===== src/rtl/lifo_pkg.sv =====
package lifo_pkg;

  typedef enum logic [1:0] {
    OP_HOLD = 2'd0,
    OP_PUSH = 2'd1,
    OP_POP  = 2'd2
  } stk_op_t;

  // Resolve the request into an operation; boundary requests become holds.
  function automatic stk_op_t decode_op(input logic en,
                                        input logic push_sel,
                                        input logic is_full,
                                        input logic is_empty);
    stk_op_t r;
    r = OP_HOLD;
    if (en) begin
      if (push_sel && !is_full)       r = OP_PUSH;
      else if (!push_sel && !is_empty) r = OP_POP;
    end
    return r;
  endfunction

endpackage


===== src/rtl/lifo_stage.sv =====
module lifo_stage #(
  parameter int W = 8
) (
  input  logic                  clk,
  input  logic                  rst,
  input  lifo_pkg::stk_op_t     op,
  input  logic [W-1:0]          from_up,
  input  logic [W-1:0]          from_dn,
  output logic [W-1:0]          q
);
  import lifo_pkg::*;

  always_ff @(posedge clk) begin
    if (rst) begin
      q <= '0;
    end else begin
      case (op)
        OP_PUSH: q <= from_up;
        OP_POP:  q <= from_dn;
        default: q <= q;
      endcase
    end
  end


  stage_hold_chk: assert property (@(posedge clk) disable iff (rst)
    (op == OP_HOLD) |=> $stable(q));


  stage_push_chk: assert property (@(posedge clk) disable iff (rst)
    (op == OP_PUSH) |=> (q == $past(from_up)));


  stage_pop_chk: assert property (@(posedge clk) disable iff (rst)
    (op == OP_POP) |=> (q == $past(from_dn)));

endmodule


===== src/rtl/lifo_fill_ctr.sv =====
module lifo_fill_ctr #(
  parameter int DEPTH = 8,
  parameter int CW    = $clog2(DEPTH + 1)
) (
  input  logic              clk,
  input  logic              rst,
  input  lifo_pkg::stk_op_t op,
  output logic [CW-1:0]     fill,
  output logic              is_empty,
  output logic              is_full
);
  import lifo_pkg::*;

  localparam logic [CW-1:0] LAST = CW'(DEPTH);

  function automatic logic [CW-1:0] fill_next(input logic [CW-1:0] cur,
                                              input stk_op_t o);
    case (o)
      OP_PUSH: return cur + 1'b1;
      OP_POP:  return cur - 1'b1;
      default: return cur;
    endcase
  endfunction

  always_ff @(posedge clk) begin
    if (rst) fill <= '0;
    else     fill <= fill_next(fill, op);
  end

  assign is_empty = (fill == '0);
  assign is_full  = (fill == LAST);


  fill_range_chk: assert property (@(posedge clk) disable iff (rst)
    fill <= LAST);


  flags_exclusive_chk: assert property (@(posedge clk) disable iff (rst)
    !(is_empty && is_full));


  fill_up_chk: assert property (@(posedge clk) disable iff (rst)
    (op == OP_PUSH) |=> (fill == $past(fill) + 1'b1));


  fill_down_chk: assert property (@(posedge clk) disable iff (rst)
    (op == OP_POP) |=> (fill == $past(fill) - 1'b1));

endmodule


===== src/rtl/shift_lifo_stack.sv =====
module shift_lifo_stack #(
  parameter int W     = 8,
  parameter int DEPTH = 8
) (
  input  logic         clk,
  input  logic         rst,
  input  logic         en,
  input  logic         push_n_pop,
  input  logic [W-1:0] din,
  output logic [W-1:0] top_q,
  output logic         empty,
  output logic         full
);
  import lifo_pkg::*;

  localparam int CW = $clog2(DEPTH + 1);

  stk_op_t       op;
  logic [CW-1:0] fill;
  logic          is_empty, is_full;

  // Named events for the checks
  logic push_ok, pop_ok, push_drop, pop_drop;

  logic [W-1:0] chain [DEPTH];
  logic [W-1:0] up_v  [DEPTH];
  logic [W-1:0] dn_v  [DEPTH];

  assign op        = decode_op(en, push_n_pop, is_full, is_empty);
  assign push_ok   = (op == OP_PUSH);
  assign pop_ok    = (op == OP_POP);
  assign push_drop = en &&  push_n_pop && is_full;
  assign pop_drop  = en && !push_n_pop && is_empty;

  lifo_fill_ctr #(.DEPTH(DEPTH), .CW(CW)) u_ctr (
    .clk      (clk),
    .rst      (rst),
    .op       (op),
    .fill     (fill),
    .is_empty (is_empty),
    .is_full  (is_full)
  );

  for (genvar i = 0; i < DEPTH; i++) begin : g_stage
    if (i == 0) begin : g_top
      assign up_v[i] = din;
    end else begin : g_mid_up
      assign up_v[i] = chain[i-1];
    end
    if (i == DEPTH - 1) begin : g_deep
      assign dn_v[i] = '0;
    end else begin : g_mid_dn
      assign dn_v[i] = chain[i+1];
    end

    lifo_stage #(.W(W)) u_stage (
      .clk     (clk),
      .rst     (rst),
      .op      (op),
      .from_up (up_v[i]),
      .from_dn (dn_v[i]),
      .q       (chain[i])
    );
  end

  assign top_q = chain[0];
  assign empty = is_empty;
  assign full  = is_full;


  push_top_chk: assert property (@(posedge clk) disable iff (rst)
    push_ok |=> (top_q == $past(din)));


  full_push_ignored_chk: assert property (@(posedge clk) disable iff (rst)
    push_drop |=> (full && $stable(top_q)));


  empty_pop_ignored_chk: assert property (@(posedge clk) disable iff (rst)
    pop_drop |=> (empty && $stable(top_q)));


  empty_top_zero_chk: assert property (@(posedge clk) disable iff (rst)
    empty |-> (top_q == '0));


  deep_zero_chk: assert property (@(posedge clk) disable iff (rst)
    (pop_ok && (fill == CW'(DEPTH))) |=> (chain[DEPTH-1] == '0));


  idle_chk: assert property (@(posedge clk) disable iff (rst)
    !en |=> ($stable(top_q) && $stable(empty) && $stable(full)));

endmodule


===== config.mk =====
export PLATFORM = sky130hd
export DESIGN_NAME = shift_lifo_stack
export DESIGN_NICKNAME = d
export VERILOG_FILES = /design/src/rtl/lifo_pkg.sv /design/src/rtl/lifo_stage.sv /design/src/rtl/lifo_fill_ctr.sv /design/src/rtl/shift_lifo_stack.sv
export SDC_FILE = /design/constraint.sdc
export NUM_CORES = 1
export LEC_CHECK = 0
export BUFFER_PORTS_ARGS = -buffer_cell sky130_fd_sc_hd__buf_2
export CAP_MARGIN = 25
export CORE_MARGIN = 2
export CORE_UTILIZATION = 25
export CTS_BUF_LIST = sky130_fd_sc_hd__clkbuf_8 sky130_fd_sc_hd__clkbuf_16
export DETAILED_ROUTE_END_ITERATION = 10
export MAX_ROUTING_LAYER = met4
export PLACE_DENSITY_LB_ADDON = 0.3
export RECOVER_POWER = 100
export SLEW_MARGIN = 30
export SYNTH_ARGS = -nofsm -noshare
export SYNTH_HDL_FRONTEND = slang
export SYNTH_HIERARCHICAL = 1
export SYNTH_SLANG_ARGS = --single-unit

===== constraint.sdc =====
create_clock -name clk -period 2.2 [get_ports clk]
set_clock_uncertainty 0.2 [all_clocks]
set_input_delay 0.11 -clock clk [delete_from_list [all_inputs] [get_ports clk]]
set_output_delay 0.11 -clock clk [all_outputs]
set_load 0.01 [all_outputs]

Word level (Yosys, flattened, before mapping)
Index checks and enable logic that the tools add are counted.
- flip-flop bits (word level): 68
- input bits: 12
- output and inout bits: 10
- word-level logic and storage cells: 33
- add/sub/neg operators: 2
- eq/ne operators: 3
- multiplexer cells: 12
- reductions and logical operators: 7
- operators by type and width (operator ; number):
    $pmux W8 S2 ; 8
    $pmux W4 S2 ; 1
    $mux W2 ; 3
    $add A4 B1 Y4 const B ; 1
    $eq A4 B4 Y1 const B ; 1
    $logic_not A4 Y1 ; 1
    $sub A4 B1 Y4 const B ; 1
    $logic_not A1 Y1 ; 3
    $eq A2 B1 Y1 const B ; 1
    $eq A2 B2 Y1 const B ; 1
    $logic_and A1 B1 Y1 ; 2
    $reduce_bool A2 Y1 ; 1

Logic depth before layout (Yosys ltp)
- depth after elaboration: 8
- depth in mapped cells: 10

Modules after synthesis
Netlist, hierarchy kept.
- by module, submodules not included (module ; times used ; cells an instance ; area each (sq um) ; sequential area each (sq um)):
    lifo_stage ; 8 ; 37 ; 385.4 ; 160.2
    lifo_fill_ctr ; 1 ; 30 ; 276.5 ; 80.1
    shift_lifo_stack ; 1 ; 3 ; 25.0 ; 0.0

Least setup slack after synthesis
No wires, ideal clock.
- path type: register to register
- start: register u_ctr.fill[1]
- end: register u_ctr.fill[3]
- setup time: 0.123 ns
- arrival: 2.419 ns
- slack: -0.543 ns
- stages on the path, launching flop included: 8
- path buffers: 0
- cells stage by stage: dfxtp_1 -> nor4b_1 -> and3b_1 -> inv_1 -> ha_1 -> or3_1 -> o32ai_1 -> mux2_1
- RTL lines (element ; line ; RTL):
    start: declaration ; lifo_fill_ctr.sv:8 ; output logic [CW-1:0] fill,
    start signal: assignment ; lifo_fill_ctr.sv:27 ; else fill <= fill_next(fill, op);
    $eq A4 B4 Y1 (*) ; lifo_fill_ctr.sv:31 ; assign is_full = (fill == LAST);
    net full ; shift_lifo_stack.sv:12 ; output logic full
    $logic_not A1 Y1 (*) ; lifo_pkg.sv:17 ; if (push_sel && !is_full) r = OP_PUSH;
    $logic_and A1 B1 Y1 (*) ; lifo_pkg.sv:17 ;
    $mux W2 (*) ; lifo_pkg.sv:17 ;
    $mux W2 (*) ; lifo_pkg.sv:16 ; if (en) begin
    net op[0] ; shift_lifo_stack.sv:18 ; stk_op_t op;
    $eq A2 B2 Y1 or $eq A2 B1 Y1 (tied branches) ; lifo_fill_ctr.sv:18 ; case (o)
    $pmux W4 S2 or $reduce_bool A2 Y1 (tied branches) ; - ;
The timed path passes the listed nets; every way through them passes the cells marked *.
A chain may end at the register's enable or synchronous reset.

Worst setup path in the final report
- start: register u_ctr.fill[2]
- end: register u_ctr.fill[2]
- RTL lines (element ; line):
    $eq A4 B4 Y1 (*) ; lifo_fill_ctr.sv:31
    $logic_not A1 Y1 (*) ; lifo_pkg.sv:17
    $logic_and A1 B1 Y1 (*) ; lifo_pkg.sv:17
    $mux W2 (*) ; lifo_pkg.sv:17
    $mux W2 (*) ; lifo_pkg.sv:16
    net op[0] ; shift_lifo_stack.sv:18
    $eq A2 B2 Y1 or $eq A2 B1 Y1 (tied branches) ; lifo_fill_ctr.sv:18
    $pmux W4 S2 or $reduce_bool A2 Y1 (tied branches) ; -
Marked as above.

==> out/summary.txt <==
wire per inst -> 13.5 um
Setup CP Type -> flop to flop
Hold Fails Final Rpt -> 0
post-route setup slack -> -171 ps
Critical R2R Launch -> u_ctr/fill[2]$_SDFFE_PP0P_
Pleak -> 1.47 nW
Worst Setup SP -> u_ctr/fill[2]$_SDFFE_PP0P_
GRT Util Overall -> 11.5%
pin count of the biggest net entering global routing -> 70
area occupied by multi-input gates -> 2040 um2
Worst EP required -> 2260 ps
worst r2r path cells -> 10
post-layout min period -> 2370 ps
detailed placement HPWL -> 5620 um
status -> finished, violations left
final-layout fill cell count -> 1,382
Min-Delay Path Depth -> 3
register-to-register setup slack -> -170 ps
post-synthesis cell count -> 329
Total Wirelength -> 7570 um
P per Cell Area -> 916 nW/um2
die span in y -> 120 um
Worst-Skew Late Latency -> 330 ps
CTS Root Cell -> clkbuf_16
deepest clock path buffer count -> 2
placed cell areas -> 3950 um2
max-slew violations -> 0
ant diodes -> 0
Die Area -> 14,500 um2
Hold/Removal Path Class -> input port to flop
layer with the highest usage -> met2
failing checks -> setup timing
Sink Count -> 68
Final ANT Viol Nets -> 0
Final nets -> 402
Inserted Clock Buffers -> 9
Final Power -> 3.99 mW
GR Util met2 -> 19.5%
placed insts -> 536
GR Overflow Total -> 0
Yosys cell types -> 25
number of remaining DRC errors -> 0
Reg clk slew, reported paths -> 60 ps
Final TNS setup -> -305 ps
RSZ-0062 raised after global routing -> yes
# rows -> 42
Yosys warning total -> 6
share of the yosys chip area belonging to registers -> 40.2%
layout cell share with drive strength beyond 1 -> 20.3%
pre-CTS WS -> -149 ps
Tcrit/Tclk final -> 108%
max cap viols -> 0
fin util -> 32.9%
fin area -> 4350 um2
FF+latch area -> 1370 um2
M1 GR Usage -> 13.5%
cell area after synthesis -> 3380 um2
Synth-to-Final Area Change -> 28.6%
first-pass GRT wire length -> 12,900 um
Vias per Instance -> 4.47
Worst Path Max Fanout -> 2
routability cong. -> 0.710
Initial Util -> 25.6%
VDD IR max -> 0.327 mV
RR Endpoint -> u_ctr/fill[2]$_SDFFE_PP0P_
drt first-iter violations -> 48
vias -> 2,504
crit end category -> flop
die extent in x -> 120 um
PortBufs -> 21
crit path launch type -> flop
H-Tree Depth -> 3
Hold WS -> 43.8 ps
crit path to -> u_ctr/fill[2]$_SDFFE_PP0P_
vias in the first global route -> 2,626
clock tree from TritonCTS -> done
flops & latches, synth -> 68
Core Footprint -> 13,200 um2
initial antenna violation count -> 0
final setup fails -> 2
Crit path arrival time -> 2430 ps
Avg Inst Size Synth -> 10.3 um2
Layout Cells excl Fill -> 560
met3 Track Usage GR -> 3.40%
1st-pass router iterations -> 4
fmax -> 422 MHz
IO Pins -> 22
## worst min path at each step
stage / start / endpoint / slack (ps)
2_1_floorplan: rst / u_ctr/fill[2]$_SDFFE_PP0P_ / -30
3_3_place_gp: din[2] / g_stage[0].u_stage/q[2]$_SDFFE_PP0P_ / 250
3_5_place_dp: din[0] / g_stage[0].u_stage/q[0]$_SDFFE_PP0P_ / 260
4_1_cts: rst / u_ctr/fill[1]$_SDFFE_PP0P_ / 60
5_1_grt: rst / u_ctr/fill[1]$_SDFFE_PP0P_ / 60
6_report: rst / u_ctr/fill[1]$_SDFFE_PP0P_ / 40
## synth_stat cells (all sizes together)
master | instances | area [um2]
nor2 | 3 | 11.3
nor3b | 1 | 12.5
a21oi | 3 | 18.8
a31oi | 1 | 6.26
ha | 11 | 138
and3b | 1 | 8.76
o32ai | 1 | 8.76
dfxtp | 68 | 1360
a211oi | 64 | 480
or3 | 2 | 12.5
nor2b | 65 | 407
and2b | 3 | 23.8
conb | 1 | 3.75
mux2i | 65 | 651
inv | 17 | 63.8
buf | 16 | 120
o21ai | 1 | 5.00
mux2 | 1 | 11.3
nor4 | 1 | 6.26
xor2 | 3 | 26.3
nor4b | 1 | 8.76
## layout by cell type (no fill, tap or decap), types with 3 or more instances in the layout
| master | Yosys | routed |
|---|---|---|
| inv_2 | 8 | 9 |
| inv_1 | 9 | 9 |
| conb_1 | 1 | 8 |
| buf_6 | 8 | 8 |
| buf_4 | 0 | 10 |
| buf_2 | 0 | 12 |
| dfxtp_2 | 0 | 3 |
| clkbuf_16 | 0 | 9 |
| nor2b_1 | 65 | 65 |
| xor2_1 | 3 | 3 |
| mux2i_1 | 65 | 65 |
| dfxtp_1 | 68 | 64 |
| ha_4 | 0 | 10 |
| a211oi_1 | 64 | 64 |
| clkbuf_1 | 0 | 9 |
| nor2_1 | 3 | 3 |
| dlygate4sd3_1 | 0 | 8 |
## report_power, final
group,leakage [nW],internal [mW],switching (mW)
Clock,0.147,0.897,0.520
Sequential,0.562,1.43,0.171
Combinational,0.759,0.496,0.475
## what timing repair did
| action | 4_1_cts | 5_1_grt |
|---|---|---|
| hold endpoints to repair | 8 | 0 |
| buffers inserted | 1 | 0 |
| hold buffers | 8 | 0 |
| pin swaps | 4 | 3 |
| endpoints found under the setup margin | 3 | 66 |
| gates resized for setup | 19 | 2 |
## per-layer routing
metal | vias to the layer above | wire length, um
met5 | - | 0
met4 | 0 | 74
met3 | 8 | 197
met2 | 28 | 3620
met1 | 1186 | 3670
li1 | 1282 | -
## cells by family after synthesis
kind of cell             count (synthesis)  synth area share, %
flip-flops                              68                 40.2
AO/OA/AOI/OAI                           70                 15.3
multiplexers                            66                 19.6
buffers and inverters                   33                 5.43
adder cells (fa/ha/maj)                 11                 4.07
AND/OR/NAND/NOR                         77                 14.5
other                                    1                0.111
XOR/XNOR                                 3                0.776
## critical path, stage by stage, from the launching register on
cell and delay [ps]:
dfxtp_4 350, nor4b_4 280, and3b_2 270, inv_4 80
ha_4 130, xor2_1 160, ha_2 200, a21oi_2 30
xor2_1 150, or3_1 330, a21oi_2 120
## cell type report
| class | instances | area share (%) |
|---|---|---|
| inverters | 17 | 1.52 |
| clock buffers | 10 | 5.49 |
| repair buffers | 48 | 8.25 |
| clock inverters | 6 | 1.32 |
| multi-input cells | 235 | 46.9 |
| flip-flops and latches | 68 | 31.4 |
| well taps | 176 | 5.06 |
## flip-flops by register name, indices dropped and copies added, names as in the netlist
name / count
g_stage.u_stage/q: 64
u_ctr/fill: 4
No activity file was read; power rests on OpenSTA's default activity.
